--- src/rtl/dcl_pkg.sv ---
package dcl_pkg;
  localparam int M_W  = 9;
  localparam int N_W  = 3;
  localparam int T_W  = 2;
  localparam int SR_W = T_W + 2 * N_W + M_W;

  // field order matches the serial bit order, first-in at the top
  typedef struct packed {
    logic [T_W-1:0] t;
    logic [N_W-1:0] nb;
    logic [N_W-1:0] na;
    logic [M_W-1:0] m;
  } cfg_t;

  typedef enum logic [1:0] {
    TSEL_LOW   = 2'b00,
    TSEL_SHIFT = 2'b01,
    TSEL_FB    = 2'b10,
    TSEL_BANKA = 2'b11
  } tsel_e;
endpackage

--- src/rtl/dcl_sync.sv ---
module dcl_sync #(
  parameter int W      = 1,
  parameter int STAGES = 2
) (
  input  logic         clk_i,
  input  logic         rst_ni,
  input  logic [W-1:0] d_i,
  output logic [W-1:0] q_o
);
  logic [W-1:0] stg_q [STAGES];

  always_ff @(posedge clk_i or negedge rst_ni) begin
    if (!rst_ni) begin
      for (int i = 0; i < STAGES; i++) stg_q[i] <= '0;
    end else begin
      stg_q[0] <= d_i;
      for (int i = 1; i < STAGES; i++) stg_q[i] <= stg_q[i-1];
    end
  end

  assign q_o = stg_q[STAGES-1];
endmodule

--- src/rtl/dcl_shift.sv ---
module dcl_shift #(
  parameter int W = 17
) (
  input  logic         clk_i,
  input  logic         rst_ni,
  input  logic         shift_en_i,
  input  logic         bit_i,
  output logic [W-1:0] sr_o,
  output logic [W-1:0] sr_next_o
);
  logic [W-1:0] sr_q;

  assign sr_next_o = {sr_q[W-2:0], bit_i};

  always_ff @(posedge clk_i or negedge rst_ni) begin
    if (!rst_ni)         sr_q <= '0;
    else if (shift_en_i) sr_q <= sr_next_o;
  end

  assign sr_o = sr_q;
endmodule

--- src/rtl/dcl_ctrl.sv ---
module dcl_ctrl
  import dcl_pkg::*;
(
  input  logic                  clk_i,
  input  logic                  rst_ni,
  input  logic                  init_done_i,
  input  logic                  pl_i,
  input  logic                  sl_i,
  input  logic                  sl_rise_i,
  input  logic                  sc_rise_i,
  input  logic [M_W+2*N_W-1:0]  pins_i,
  input  logic [SR_W-1:0]       sr_i,
  input  logic [SR_W-1:0]       sr_next_i,
  output cfg_t                  cfg_o,
  output logic                  ser_mode_o
);
  cfg_t cfg_q;
  logic ser_mode_q;

  always_ff @(posedge clk_i or negedge rst_ni) begin
    if (!rst_ni) begin
      cfg_q      <= '0;
      ser_mode_q <= 1'b0;
    end else if (!init_done_i || !pl_i) begin
      // start-up capture and parallel transparency share one path
      {cfg_q.nb, cfg_q.na, cfg_q.m} <= pins_i;
      ser_mode_q <= 1'b0;
    end else if (sl_i && sc_rise_i) begin
      cfg_q      <= cfg_t'(sr_next_i);
      ser_mode_q <= 1'b1;
    end else if (sl_rise_i) begin
      cfg_q      <= cfg_t'(sr_i);
      ser_mode_q <= 1'b1;
    end else if (sc_rise_i) begin
      ser_mode_q <= 1'b1;
    end
  end

  assign cfg_o      = cfg_q;
  assign ser_mode_o = ser_mode_q;
endmodule

--- src/rtl/div_cfg_loader.sv ---
module div_cfg_loader
  import dcl_pkg::*;
#(
  parameter int M_MIN       = 23,
  parameter int M_MAX       = 30,
  parameter int SYNC_STAGES = 2
) (
  input  logic           clk_i,
  input  logic           rst_ni,
  input  logic           par_load_ni,
  input  logic [M_W-1:0] par_m_i,
  input  logic [N_W-1:0] par_na_i,
  input  logic [N_W-1:0] par_nb_i,
  input  logic           ser_clk_i,
  input  logic           ser_data_i,
  input  logic           ser_load_i,
  input  logic           fb_div_i,
  input  logic           bank_a_i,
  output logic [M_W-1:0] m_o,
  output logic [N_W-1:0] na_o,
  output logic [N_W-1:0] nb_o,
  output logic           test_o,
  output logic           m_range_err_o
);
  localparam int PIN_W  = M_W + 2 * N_W;
  localparam int SYNC_W = 4 + PIN_W;
  localparam int INIT_N = SYNC_STAGES + 1;
  localparam int CNT_W  = $clog2(INIT_N + 1);
  localparam logic [M_W-1:0] M_LO = M_W'(M_MIN);
  localparam logic [M_W-1:0] M_HI = M_W'(M_MAX);

  logic [SYNC_W-1:0] raw, syn;
  logic              pl_s, sl_s, sc_s, sd_s;
  logic [PIN_W-1:0]  pins_s;
  logic              sc_prev, sl_prev, sc_rise, sl_rise;
  logic [CNT_W-1:0]  init_cnt;
  logic              init_done;
  logic [SR_W-1:0]   sr_q, sr_next;
  cfg_t              cfg_q;
  logic              ser_mode;
  logic              test_sel;

  assign raw = {par_load_ni, ser_load_i, ser_clk_i, ser_data_i, par_nb_i, par_na_i, par_m_i};

  dcl_sync #(.W(SYNC_W), .STAGES(SYNC_STAGES)) u_sync (
    .clk_i  (clk_i),
    .rst_ni (rst_ni),
    .d_i    (raw),
    .q_o    (syn)
  );

  assign pl_s   = syn[SYNC_W-1];
  assign sl_s   = syn[SYNC_W-2];
  assign sc_s   = syn[SYNC_W-3];
  assign sd_s   = syn[SYNC_W-4];
  assign pins_s = syn[PIN_W-1:0];

  always_ff @(posedge clk_i or negedge rst_ni) begin
    if (!rst_ni) begin
      sc_prev  <= 1'b0;
      sl_prev  <= 1'b0;
      init_cnt <= '0;
    end else begin
      sc_prev <= sc_s;
      sl_prev <= sl_s;
      if (!init_done) init_cnt <= init_cnt + 1'b1;
    end
  end

  assign init_done = (init_cnt == CNT_W'(INIT_N));
  assign sc_rise   = init_done & sc_s & ~sc_prev;
  assign sl_rise   = init_done & sl_s & ~sl_prev;

  dcl_shift #(.W(SR_W)) u_shift (
    .clk_i      (clk_i),
    .rst_ni     (rst_ni),
    .shift_en_i (pl_s & sc_rise),
    .bit_i      (sd_s),
    .sr_o       (sr_q),
    .sr_next_o  (sr_next)
  );

  dcl_ctrl u_ctrl (
    .clk_i       (clk_i),
    .rst_ni      (rst_ni),
    .init_done_i (init_done),
    .pl_i        (pl_s),
    .sl_i        (sl_s),
    .sl_rise_i   (sl_rise),
    .sc_rise_i   (sc_rise),
    .pins_i      (pins_s),
    .sr_i        (sr_q),
    .sr_next_i   (sr_next),
    .cfg_o       (cfg_q),
    .ser_mode_o  (ser_mode)
  );

  always_comb begin
    unique case (tsel_e'(cfg_q.t))
      TSEL_LOW:   test_sel = 1'b0;
      TSEL_SHIFT: test_sel = sr_q[SR_W-1];
      TSEL_FB:    test_sel = fb_div_i;
      TSEL_BANKA: test_sel = bank_a_i;
      default:    test_sel = 1'b0;
    endcase
  end

  assign test_o        = ser_mode & test_sel;
  assign m_o           = cfg_q.m;
  assign na_o          = cfg_q.na;
  assign nb_o          = cfg_q.nb;
  assign m_range_err_o = (cfg_q.m < M_LO) || (cfg_q.m > M_HI);
endmodule

--- config.mk ---
export PLATFORM = sky130hd
export DESIGN_NAME = div_cfg_loader
export DESIGN_NICKNAME = d
export VERILOG_FILES = /design/src/rtl/dcl_pkg.sv /design/src/rtl/dcl_sync.sv /design/src/rtl/dcl_shift.sv /design/src/rtl/dcl_ctrl.sv /design/src/rtl/div_cfg_loader.sv
export SDC_FILE = /design/constraint.sdc
export NUM_CORES = 1
export LEC_CHECK = 0
export ABC_AREA = 1
export CAP_MARGIN = 10
export CORE_MARGIN = 10
export CORE_UTILIZATION = 25
export CTS_BUF_LIST = sky130_fd_sc_hd__clkbuf_2
export DETAILED_ROUTE_END_ITERATION = 6
export DONT_BUFFER_PORTS = 1
export PLACE_DENSITY = 0.47
export SYNTH_ARGS = -nofsm -noshare
export SYNTH_HDL_FRONTEND = slang
export SYNTH_SLANG_ARGS = --single-unit
--- constraint.sdc ---
create_clock -name clk_i -period 2.8 [get_ports clk_i]
set_input_delay 0.14 -clock clk_i [delete_from_list [all_inputs] [get_ports clk_i]]
set_output_delay 0.14 -clock clk_i [all_outputs]
set_load 0.05 [all_outputs]
### Word-level counts from Yosys, hierarchy flattened

Index checks and enable logic that the tools add are counted.

| word-level totals | value |
|---|---|
| register bits | 77 |
| output and inout bits | 17 |
| word-level logic and storage cells | 45 |

| operators by class | value |
|---|---|
| $add $sub $neg | 1 |
| order comparisons | 2 |
| equality and inequality tests | 4 |
| muxes and demuxes | 8 |
| bitwise operators | 9 |
| reduce and logical (&&, ||, !) cells | 10 |

Operators by type and width:

| operator | count |
|---|---|
| $mux 17 | 2 |
| $mux 15 | 1 |
| $gt 9x5->1 const B | 1 |
| $lt 9x5->1 const B | 1 |
| $and 1x1->1 | 6 |
| $eq 2x2->1 const B | 3 |
| $mux 1 | 4 |
| $pmux 1 s4 | 1 |
| $reduce_bool 4->1 | 1 |
| $not 1->1 | 3 |
| $reduce_bool 3->1 | 1 |
| $add 2x1->2 const B | 1 |
| $eq 2x1->1 const B | 1 |
| $logic_not 1->1 | 2 |
| $logic_not 2->1 | 1 |
| $logic_or 1x1->1 | 2 |
| $reduce_and 2->1 | 1 |
| $reduce_bool 2->1 | 1 |
| $logic_and 1x1->1 | 1 |

### Depth between registers and ports, before layout

Gate-level depths: netlist (run 1).

| depth | value |
|---|---|
| depth in word-level cells | 7 |
| mapped depth | 9 |

### Cells and area by module

A second synthesis (run 1) with hierarchy kept.

| second synthesis, totals | value |
|---|---|
| cell total of the unflattened synthesis | 336 |
| area, all modules | 3265.6 um2 |

Modules (own cells, without submodules):

| module | instances | cells each | area each (um2) |
|---|---|---|---|
| dcl_sync | 1 | 57 | 1093.5 |
| dcl_ctrl | 1 | 153 | 1071.0 |
| dcl_shift | 1 | 89 | 848.3 |
| div_cfg_loader | 1 | 37 | 252.7 |

### Worst setup path after synthesis (run 1)

No wires, ideal clock.

| path | value |
|---|---|
| kind | register to register |
| start | register init_cnt[0] |
| end | register, netlist name u_ctrl.cfg_o[0] |
| setup time | 116 ps |
| arrival time | 1263 ps |
| required time | 2684 ps |
| slack | 1422 ps |
| stages on the path, launching flop included | 10 |
| path buffers | 2 |
| cells stage by stage | dfrtp_1 -> ha_1 -> buf_6 -> nand2_2 -> inv_4 -> nand2_2 -> inv_4 -> buf_6 -> nand2_1 -> nand2_1 |

| on the way | value |
|---|---|
| cells in the longest elaborated chain, start to end | 6 |

RTL lines:

| what | RTL line | source |
|---|---|---|
| start: declaration | div_cfg_loader.sv:36 | `logic [CNT_W-1:0] init_cnt;` |
| start signal: assignment | div_cfg_loader.sv:66 | `if (!init_done) init_cnt <= init_cnt + 1'b1;` |
| $eq 2x2->1 (*) | div_cfg_loader.sv:70 | `assign init_done = (init_cnt == CNT_W'(INIT_N));` |
| $and 1x1->1 (2 in a row) | div_cfg_loader.sv:71 | `assign sc_rise = init_done & sc_s & ~sc_prev;` |
| $logic_and 1x1->1 | dcl_ctrl.sv:28 | `end else if (sl_i && sc_rise_i) begin` |
| $mux 17 | dcl_ctrl.sv:28 |  |
| $mux 15 | dcl_ctrl.sv:24 | `end else if (!init_done_i \|\| !pl_i) begin` |

Every way passes the cells marked *; elsewhere a longest branch is shown, timed or not.
A chain may end at the register's enable or synchronous reset.

### Worst setup path after layout (run 1)

| path | value |
|---|---|
| start | register, netlist name u_ctrl.cfg_o[5] |
| end | output m_range_err_o |

| on the way | value |
|---|---|
| cells in the longest elaborated chain, start to end | 2 |

RTL lines:

| what | RTL line | source |
|---|---|---|
| $lt 9x5->1 / $gt 9x5->1 (equally long branches) | div_cfg_loader.sv:112 | `assign m_range_err_o = (cfg_q.m < M_LO) \|\| (cfg_q.m > M_HI);` |
| $logic_or 1x1->1 (*) | div_cfg_loader.sv:112 |  |
| end: declaration | div_cfg_loader.sv:23 | `output logic m_range_err_o` |

Marks and branches as above.

==> results of run 1 <==
## state kept, by name, summed over array words and instances (netlist names)
name	flops
init_cnt	2
sc_prev	1
sl_prev	1
u_ctrl.cfg_o	17
u_ctrl.ser_mode_o	1
u_shift.sr_o	17
u_sync.q_o	19
u_sync.stg_q	19
## cells in the final DEF, fill, tap and decap left out, drive strengths merged
cell type / n
nand2: 107
dfrtp: 77
o21ai: 37
inv: 34
dlygate4sd3: 20
nand4: 18
clkbuf: 9
clkinv: 7
buf: 4
nor2: 3
bufinv: 3
nand3: 3
clkinvlp: 2
nor3: 1
a31o: 1
xnor2: 1
mux2: 1
ha: 1
## layout make-up
class	count	area, um2
Clock buffer	9	45.04
Multi-Input combinational cell	173	803.3
Inverter	39	151.4
Sequential cell	77	1927
Clock inverter	7	113.9
Timing Repair Buffer	24	250.2
Fill cell	1263	8561
Tap cell	168	210.2
## routing by layer
metal  track usage [%]  vias up  share of wire [%]
met5                 0        -                  0
met4             3.270        0                1.7
met3             3.223       11                5.4
met2             12.40       33                 47
met1             9.934      897                 45
li1                  -      996                  -
## through the flow
stage	cell area (um2)	util, %	setup slack [ns]	instances	power [uW]
2_1_floorplan	3082	-	1.422	317	1481
3_5_place_dp	3114	25.82	0.8552	460	1495
4_1_cts	3501	29.02	0.4483	497	2331
6_report	3501	29.02	0.5656	497	2281
3_3_place_gp	3114	25.82	0.9099	460	1491
5_1_grt	3501	29.02	0.3480	497	2423
## cells by family after synthesis
group	after synthesis	share of synthesized area, %
adder cells (fa/ha/maj)	1	0.4059
AND/OR/NAND/NOR	132	18.72
multiplexers	1	0.3654
XOR/XNOR	1	0.2843
flip-flops	77	62.53
AO/OA/AOI/OAI	38	6.293
buffers and inverters	67	11.41
## power groups by stage
stage,registers (uW),logic [uW],clock network (uW)
after detailed placement,1340,152,0
after floorplan,1250,233,0
after global placement,1340,150,0
after CTS,1320,204,805
after global routing,1330,234,857
final,1320,198,766
## worst reg2reg max path: cells and delay by family, from the launching register on
kind | cells | cell delay, ns
adder cells (fa/ha/maj) | 1 | 0.39
flip-flops | 1 | 0.41
buffers and inverters | 2 | 0.46
AND/OR/NAND/NOR | 4 | 0.63
## path summary, 6_finish.rpt
check	end	from
worst max-delay path	m_range_err_o	u_ctrl.cfg_o[5]
worst min-delay path	u_sync.stg_q[29]	par_na_i[1]
worst max register to register	u_ctrl.cfg_o[12]	init_cnt[0]
worst min register to register	u_sync.q_o[14]	u_sync.stg_q[33]
max in group asynchronous	u_sync.q_o[13]	rst_ni
min in group asynchronous	u_ctrl.cfg_o[4]	rst_ni
==> flow_summary.ini, run 1 <==
[clocking]
cts_tree = built
cts-resized-gates = 0
cts-root-buf = clkbuf_2
numCtsBuffers = 9
clockBufferDepth = 2
post_cts_buffers = 0
ctsHoldBuffers = 21
clk_pin_slew_ns = 0.21
cts_num_sinks = 77
cts_max_level = 3
worstSkewPairLatency_ns = 0.51

[worst_hold_path]
min_path_type = input port to flop
whs_path_depth = 1

[run_status]
status = finished, final reports clean

[synthesis]
yosysTopAreaCell = dfrtp_1
yosys_warnings = 0
synth-seq-area-share_pct = 62.53
yosys-top-cells-count = nand2_1, dfrtp_1, inv_1, o21ai_0
syn_avg_cell_area_um2 = 9.721
synth_edf_count = 0
syn_inst = 317
synth-seq-cells = 77
ys.flop_type = dfrtp_1
syn_area_mm2 = 0.003082
yosys-top-cells-area = dfrtp_1, nand2_1, o21ai_0
synth_most_common_cell = nand2_1
syn_nets = 341
ys_types = 24
yosysTopAreaCellShare_pct = 62.53
synthArstFlopShare_pct = 100.0

[detailed_routing]
first_pass_iters = 4
vias = 1937
drcViolationCount = 0
viasPerCell = 3.897
avgRoutedWirePerCell_um = 12.31
drt_iter0_drc = 118
wirelength_mm = 6.118
final_antenna_net_count = 0

[timing]
setup_tns_ns = 0
tightest_slew_ns = 0.5920
hold_viol_final = 0
post-route-period-util_pct = 79.80
layout_min_cycle_time_ns = 2.234
holdWs_ns = 0.1540
final.setup_skew_ns = 0.02007
rsz0062_at_grt = no
timing.fmax_mhz = 447.5
finalSetupViolations = 0
slew_viol_final = 0
slew-limit-headroom_pct = 60.53

[critical_path]
critPathLaunchType = flop
end_kind = output pin
cp_num_cells = 4
r2r_setup_slack_ns = 0.89
crit_family = simple AND/OR/NAND/NOR gates
arrival_ns = 2.09
crit_buf_inv = 0
crit_chain = nor2_1, nand2_1, nor3_1, nand3_1
slowest_stage = dfrtp_1
cpPeakStageDelay_ns = 0.64
worstPathRequired_ns = 2.66
cp_max_fo = 3
crit_type = flop to output pin
reg2regPathDepth = 7

[flow_run]
maxCapViolations = 0

[global_routing]
grt_pass1_wl_mm = 10.63
grt_max_degree = 78
antenna_found_initial = 0
grt_use_total_pct = 8.086
first_global_vias = 2056
grt_overflow = 0

[power]
p_comb_share_pct = 8.7
swShare_pct = 27.90
power_density_mw_per_mm2 = 651.4
power_frac_clock_pct = 33.6
p_leak_uw = 0.001600
internal_power_uw = 1644
irDropWorstVdd_mv = 0.2043
p_seq_share_pct = 57.7
p_sw_uw = 636.4

[placed_design]
gp_congestion = 0.7124
port_buffers = 0
dp_hpwl_mm = 4.029

[final_layout]
layout.nets = 348
final_layout_size_suffix_gt1_share_pct = 8.815
area_growth_pct = 13.60
antenna_cells = 0

[floorplan]
die_w_um = 131.0
core-area_mm2 = 0.01206
pin_count = 40
dieHeight_um = 131.0
design.die.area_mm2 = 0.01717
num_rows = 40
start_util_pct = 25.55
No activity file was read; power rests on OpenSTA's default activity.
==> run 2, diff against run 1 <==
==> constraint.sdc (replaced) <==
create_clock -name clk_i -period 2.14 [get_ports clk_i]
set_input_delay 0.107 -clock clk_i [delete_from_list [all_inputs] [get_ports clk_i]]
set_output_delay 0.107 -clock clk_i [all_outputs]
set_load 0.05 [all_outputs]
==> run 2 against run 1 <==
Combinational power up 57%. Power up 16%. Clock skew is essentially flat. Non-clock buffer count is 8 higher. Via count up 2.0%. Setup slack got worse by 0.31 ns. Sequential share of layout area is 0.27 points higher. Cell area decreased by 0.43%. Critical path depth down 1.
==> flow_summary.ini, run 2 (synthesized netlist as in run 1, its figures left out) <==
[run_status]
status = finished, final reports clean

[detailed_routing]
wirelength_mm = 6.429
drt_iter0_drc = 169
avgRoutedWirePerCell_um = 12.73
final_antenna_net_count = 0
viasPerCell = 3.911
first_pass_iters = 4
drcViolationCount = 0
vias = 1975

[floorplan]
core-area_mm2 = 0.01206
start_util_pct = 25.55
dieHeight_um = 131.0
pin_count = 40
design.die.area_mm2 = 0.01717
die_w_um = 131.0
num_rows = 40

[timing]
rsz0062_at_grt = no
holdWs_ns = 0.1037
tightest_slew_ns = 0.5772
post-route-period-util_pct = 87.90
slew-limit-headroom_pct = 61.52
setup_tns_ns = 0
layout_min_cycle_time_ns = 1.881
timing.fmax_mhz = 531.6
final.setup_skew_ns = 0.02013
slew_viol_final = 0
hold_viol_final = 0
finalSetupViolations = 0

[critical_path]
r2r-start = init_cnt[0]
end_kind = output pin
arrival_ns = 1.77
reg2reg_to = u_ctrl.cfg_o[2]
worstPathRequired_ns = 2.03
cp_max_fo = 4
critPathLaunchType = flop
reg2regPathDepth = 7
crit_type = flop to output pin
r2r_setup_slack_ns = 0.50

[final_layout]
area_growth_pct = 13.11
layout.nets = 356
final_common_cell = nand2_1
final_layout_size_suffix_gt1_share_pct = 11.28
postLayoutCellArea_mm2 = 0.003486
final_util_pct = 28.90
antenna_cells = 0
final_cell_mix = nand2_1, dfrtp_1, inv_1

[power]
power_density_mw_per_mm2 = 757.4
power_uw = 2640
p_leak_uw = 0.001614
irDropWorstVdd_mv = 0.2685

[global_routing]
grt_overflow = 0
antenna_found_initial = 0
grt_use_total_pct = 8.542
grt_pass1_wl_mm = 11.08
first_global_vias = 2090
grt_max_degree = 78

[placed_design]
port_buffers = 0
dp_hpwl_mm = 4.195
gp_congestion = 0.7401
place_area_mm2 = 0.003174

[clocking]
clk_pin_slew_ns = 0.18
cts_max_level = 3
numCtsBuffers = 9
cts_num_sinks = 77
post_cts_buffers = 0
cts-root-buf = clkbuf_2
cts_tree = built
worstSkewPairLatency_ns = 0.53
clockBufferDepth = 2

[flow_run]
maxCapViolations = 0

[worst_hold_path]
min_path_type = input port to asynchronous set/reset pin
-- run 2: cell types whose count changed in the layout (fill, tap and decap cells not counted), sizes merged --
| cell | previous run | this run |
|---|---|---|
| bufinv | 3 | 0 |
| clkinv | 7 | 8 |
| clkinvlp | 2 | 0 |
| clkbuf | 9 | 13 |
| buf | 4 | 12 |
-- run 2: repair_timing --
| action | 4_1_cts | 5_1_grt |
|---|---|---|
| endpoints found under the hold margin | 96 | 0 |
| setup endpoints to repair | 0 | 1 |
| gates resized for setup | 0 | 2 |
| hold buffers | 21 | 0 |
-- run 2: worst max-delay path by stage --
stage,startpoint,end,depth (start not counted)
after floorplan,init_cnt[0],u_ctrl.cfg_o[0],9
after global placement,init_cnt[0],u_ctrl.cfg_o[11],7
after detailed placement,init_cnt[0],u_ctrl.cfg_o[11],7
after CTS,u_ctrl.cfg_o[8],m_range_err_o,3
after global routing,u_ctrl.cfg_o[6],m_range_err_o,6
final,u_ctrl.cfg_o[0],m_range_err_o,3
-- run 2: critical path, cell delays in order, from the launching register on --
cell and delay, ns:
dfrtp_1 0.63, a31o_2 0.34, nand3_1 0.08, buf_4 0.20
-- run 2: area by class of cell --
cell class	count	area, um2
clock inverter	3	12.51
fill	1297	8576
inverter	39	151.4
multi-input combinational	173	808.3
tap	168	210.2
clock buffer	13	65.06
sequential	77	1928
timing repair buffer	32	310.3
-- run 2: metal layers --
metal	global-route usage (%)	share of wire (%)	up-vias	wire [um]
li1	-	-	1009	-
met1	10.24	45	923	2882
met2	12.90	48	36	3103
met3	3.787	5.7	7	369
met4	3.924	1.2	0	74
met5	0	0	-	0
-- run 2: power breakdown --
part	internal, uW	leakage (uW)	switching (uW)
Sequential	1560	0.000942	133
Clock	164	0.0000610	475
Combinational	114	0.000612	197
Total	1830	0.00161	806
-- run 2: metrics by stage --
stage	std cells	worst slack, ns
floorplan	317	0.7615
global placement	468	0.5864
detailed placement	468	0.4988
CTS	505	0.01523
global route	505	0.08748
finish	505	0.2589
==> run 3, diff against run 2 <==
--- a/config.mk
+++ b/config.mk
@@ -7,12 +7,15 @@
 export LEC_CHECK = 0
 export ABC_AREA = 1
 export CAP_MARGIN = 10
+export CELL_PAD_IN_SITES_DETAIL_PLACEMENT = 1
+export CELL_PAD_IN_SITES_GLOBAL_PLACEMENT = 2
 export CORE_MARGIN = 10
 export CORE_UTILIZATION = 25
 export CTS_BUF_LIST = sky130_fd_sc_hd__clkbuf_2
 export DETAILED_ROUTE_END_ITERATION = 6
 export DONT_BUFFER_PORTS = 1
-export PLACE_DENSITY = 0.47
+export PLACE_DENSITY = 0.63
+export SKIP_LAST_GASP = 1
 export SYNTH_ARGS = -nofsm -noshare
 export SYNTH_HDL_FRONTEND = slang
 export SYNTH_SLANG_ARGS = --single-unit
==> run 3 against run 2 <==
Core utilization hardly changed. Worst hold slack got worse by 0.013 ns. Die area stayed put. Critical path depth did not move.
==> flow_summary.ini, run 3 (synthesized netlist as in run 1, its figures left out) <==
[run_status]
status = finished, final reports clean

[timing]
setup_tns_ns = 0
slew-limit-headroom_pct = 61.78
holdWs_ns = 0.09059
rsz0062_at_grt = no
slew_viol_final = 0
post-route-period-util_pct = 91.30
finalSetupViolations = 0
final.setup_skew_ns = 0.02556
layout_min_cycle_time_ns = 1.954
hold_viol_final = 0
timing.fmax_mhz = 511.8
tightest_slew_ns = 0.5732

[power]
p_comb_share_pct = 12.6
power_frac_clock_pct = 23.7
p_leak_uw = 0.001610
p_sw_uw = 830.6
swShare_pct = 31.49
internal_power_uw = 1807
irDropWorstVdd_mv = 0.2115
power_density_mw_per_mm2 = 755.5
p_seq_share_pct = 63.7

[final_layout]
final.fill_count = 1387
stdcell_count = 505
final_layout_size_suffix_gt1_share_pct = 9.821
seqCellArea_mm2 = 0.001927
multi_input_area_um2 = 808.3
area_growth_pct = 13.28
layout.nets = 356
final_cell_mix = nand2_1, dfrtp_1, inv_1
final_common_cell = nand2_1

[detailed_routing]
drcViolationCount = 0
wirelength_mm = 6.790
first_pass_iters = 4
final_antenna_net_count = 0
drt_iter0_drc = 112
viasPerCell = 4.099
vias = 2070
avgRoutedWirePerCell_um = 13.45

[critical_path]
crit_type = flop to output pin
worstPathRequired_ns = 2.03
slowest_stage = dfrtp_1
cp_max_fo = 3
crit_chain = nor3_2, nand3_1, buf_4
arrival_ns = 1.85
critPathLaunchType = flop
end_kind = output pin
cpPeakStageDelay_ns = 0.64

[clocking]
cts-root-buf = clkbuf_2
numCtsBuffers = 9
clk_pin_slew_ns = 0.20
cts_num_sinks = 77
clockBufferDepth = 2
cts_tree = built
cts_max_level = 3
worstSkewPairLatency_ns = 0.55

[global_routing]
grt_use_total_pct = 8.783
grt_overflow = 0
grt_pass1_wl_mm = 11.34
first_global_vias = 2150
antenna_found_initial = 1
grt_max_degree = 78

[floorplan]
pin_count = 40
dieHeight_um = 131.0
start_util_pct = 25.55
core-area_mm2 = 0.01206
die_w_um = 131.0
design.die.area_mm2 = 0.01717
num_rows = 40

[placed_design]
dp_cells = 468
port_buffers = 0
gp_congestion = 0.7072
dp_hpwl_mm = 4.432

[flow_run]
maxCapViolations = 0

[worst_hold_path]
min_path_type = input port to asynchronous set/reset pin
## run 3: cell count changes in the layout (fill, tap and decap cells not counted), sizes merged
cell	before	now
clkbuf	13	10
clkinv	8	10
diode	0	1
## run 3: worst max-delay path, delay by kind of cell (launching register included)
family | cells | cell delay [ns]
simple gates | 2 | 0.46
buf+inv | 1 | 0.20
flops | 1 | 0.64
## run 3: final timing paths
kind	from	endpoint	slack, ns	cells after the start
worst min register to register	u_sync.stg_q[28]	u_sync.q_o[9]	0.35	0
worst max register to register	init_cnt[0]	u_ctrl.cfg_o[11]	0.48	7
max in group asynchronous	rst_ni	u_sync.stg_q[20]	1.72	2
worst min-delay path	rst_ni	u_sync.q_o[16]	0.09	2
min in group clk_i	par_m_i[6]	u_sync.stg_q[25]	0.09	1
worst max-delay path	u_ctrl.cfg_o[8]	m_range_err_o	0.19	3
## run 3: repair_timing
action                     CTS  global route
hold endpoints to repair    96             0
hold buffers                21             0
setup buffers                0             0
gates resized for setup      1             0
setup endpoints to repair    1             0
## run 3: stage by stage
stage | total power (uW) | instance area (um2) | utilization (%) | setup WS [ns]
after floorplan | 1938 | 3082 | - | 0.7615
after global placement | 1980 | 3187 | 26.42 | 0.5631
after detailed placement | 1989 | 3187 | 26.42 | 0.4829
after CTS | 2699 | 3488 | 28.92 | 0.07457
after global routing | 2836 | 3491 | 28.94 | 0.05360
final | 2637 | 3491 | 28.94 | 0.1863
## run 3: power by group through the flow
stage | clock network (uW) | logic (uW) | registers (uW)
final | 626 | 332 | 1680
after global routing | 749 | 390 | 1700
after CTS | 670 | 347 | 1680
after detailed placement | 0 | 279 | 1710
after global placement | 0 | 272 | 1710
after floorplan | 0 | 305 | 1630
## run 3: metal layers
metal	vias to the layer above	wire [um]	GRT usage (%)	share of wire, %
met2	27	3364	13.59	50
met3	9	299	2.901	4.4
met1	1022	2990	10.55	44
li1	1012	-	-	-
met4	0	136	4.905	2.0
met5	-	0	0	0
## run 3: final cells by class
cell class	count	area share [%]
Clock inverter	5	0.5376
Clock buffer	10	1.434
Antenna cell	1	0.07168
Tap cell	168	6.022
Inverter	39	4.337
Sequential cell	77	55.20
Timing Repair Buffer	32	9.247
Multi-Input combinational cell	173	23.15
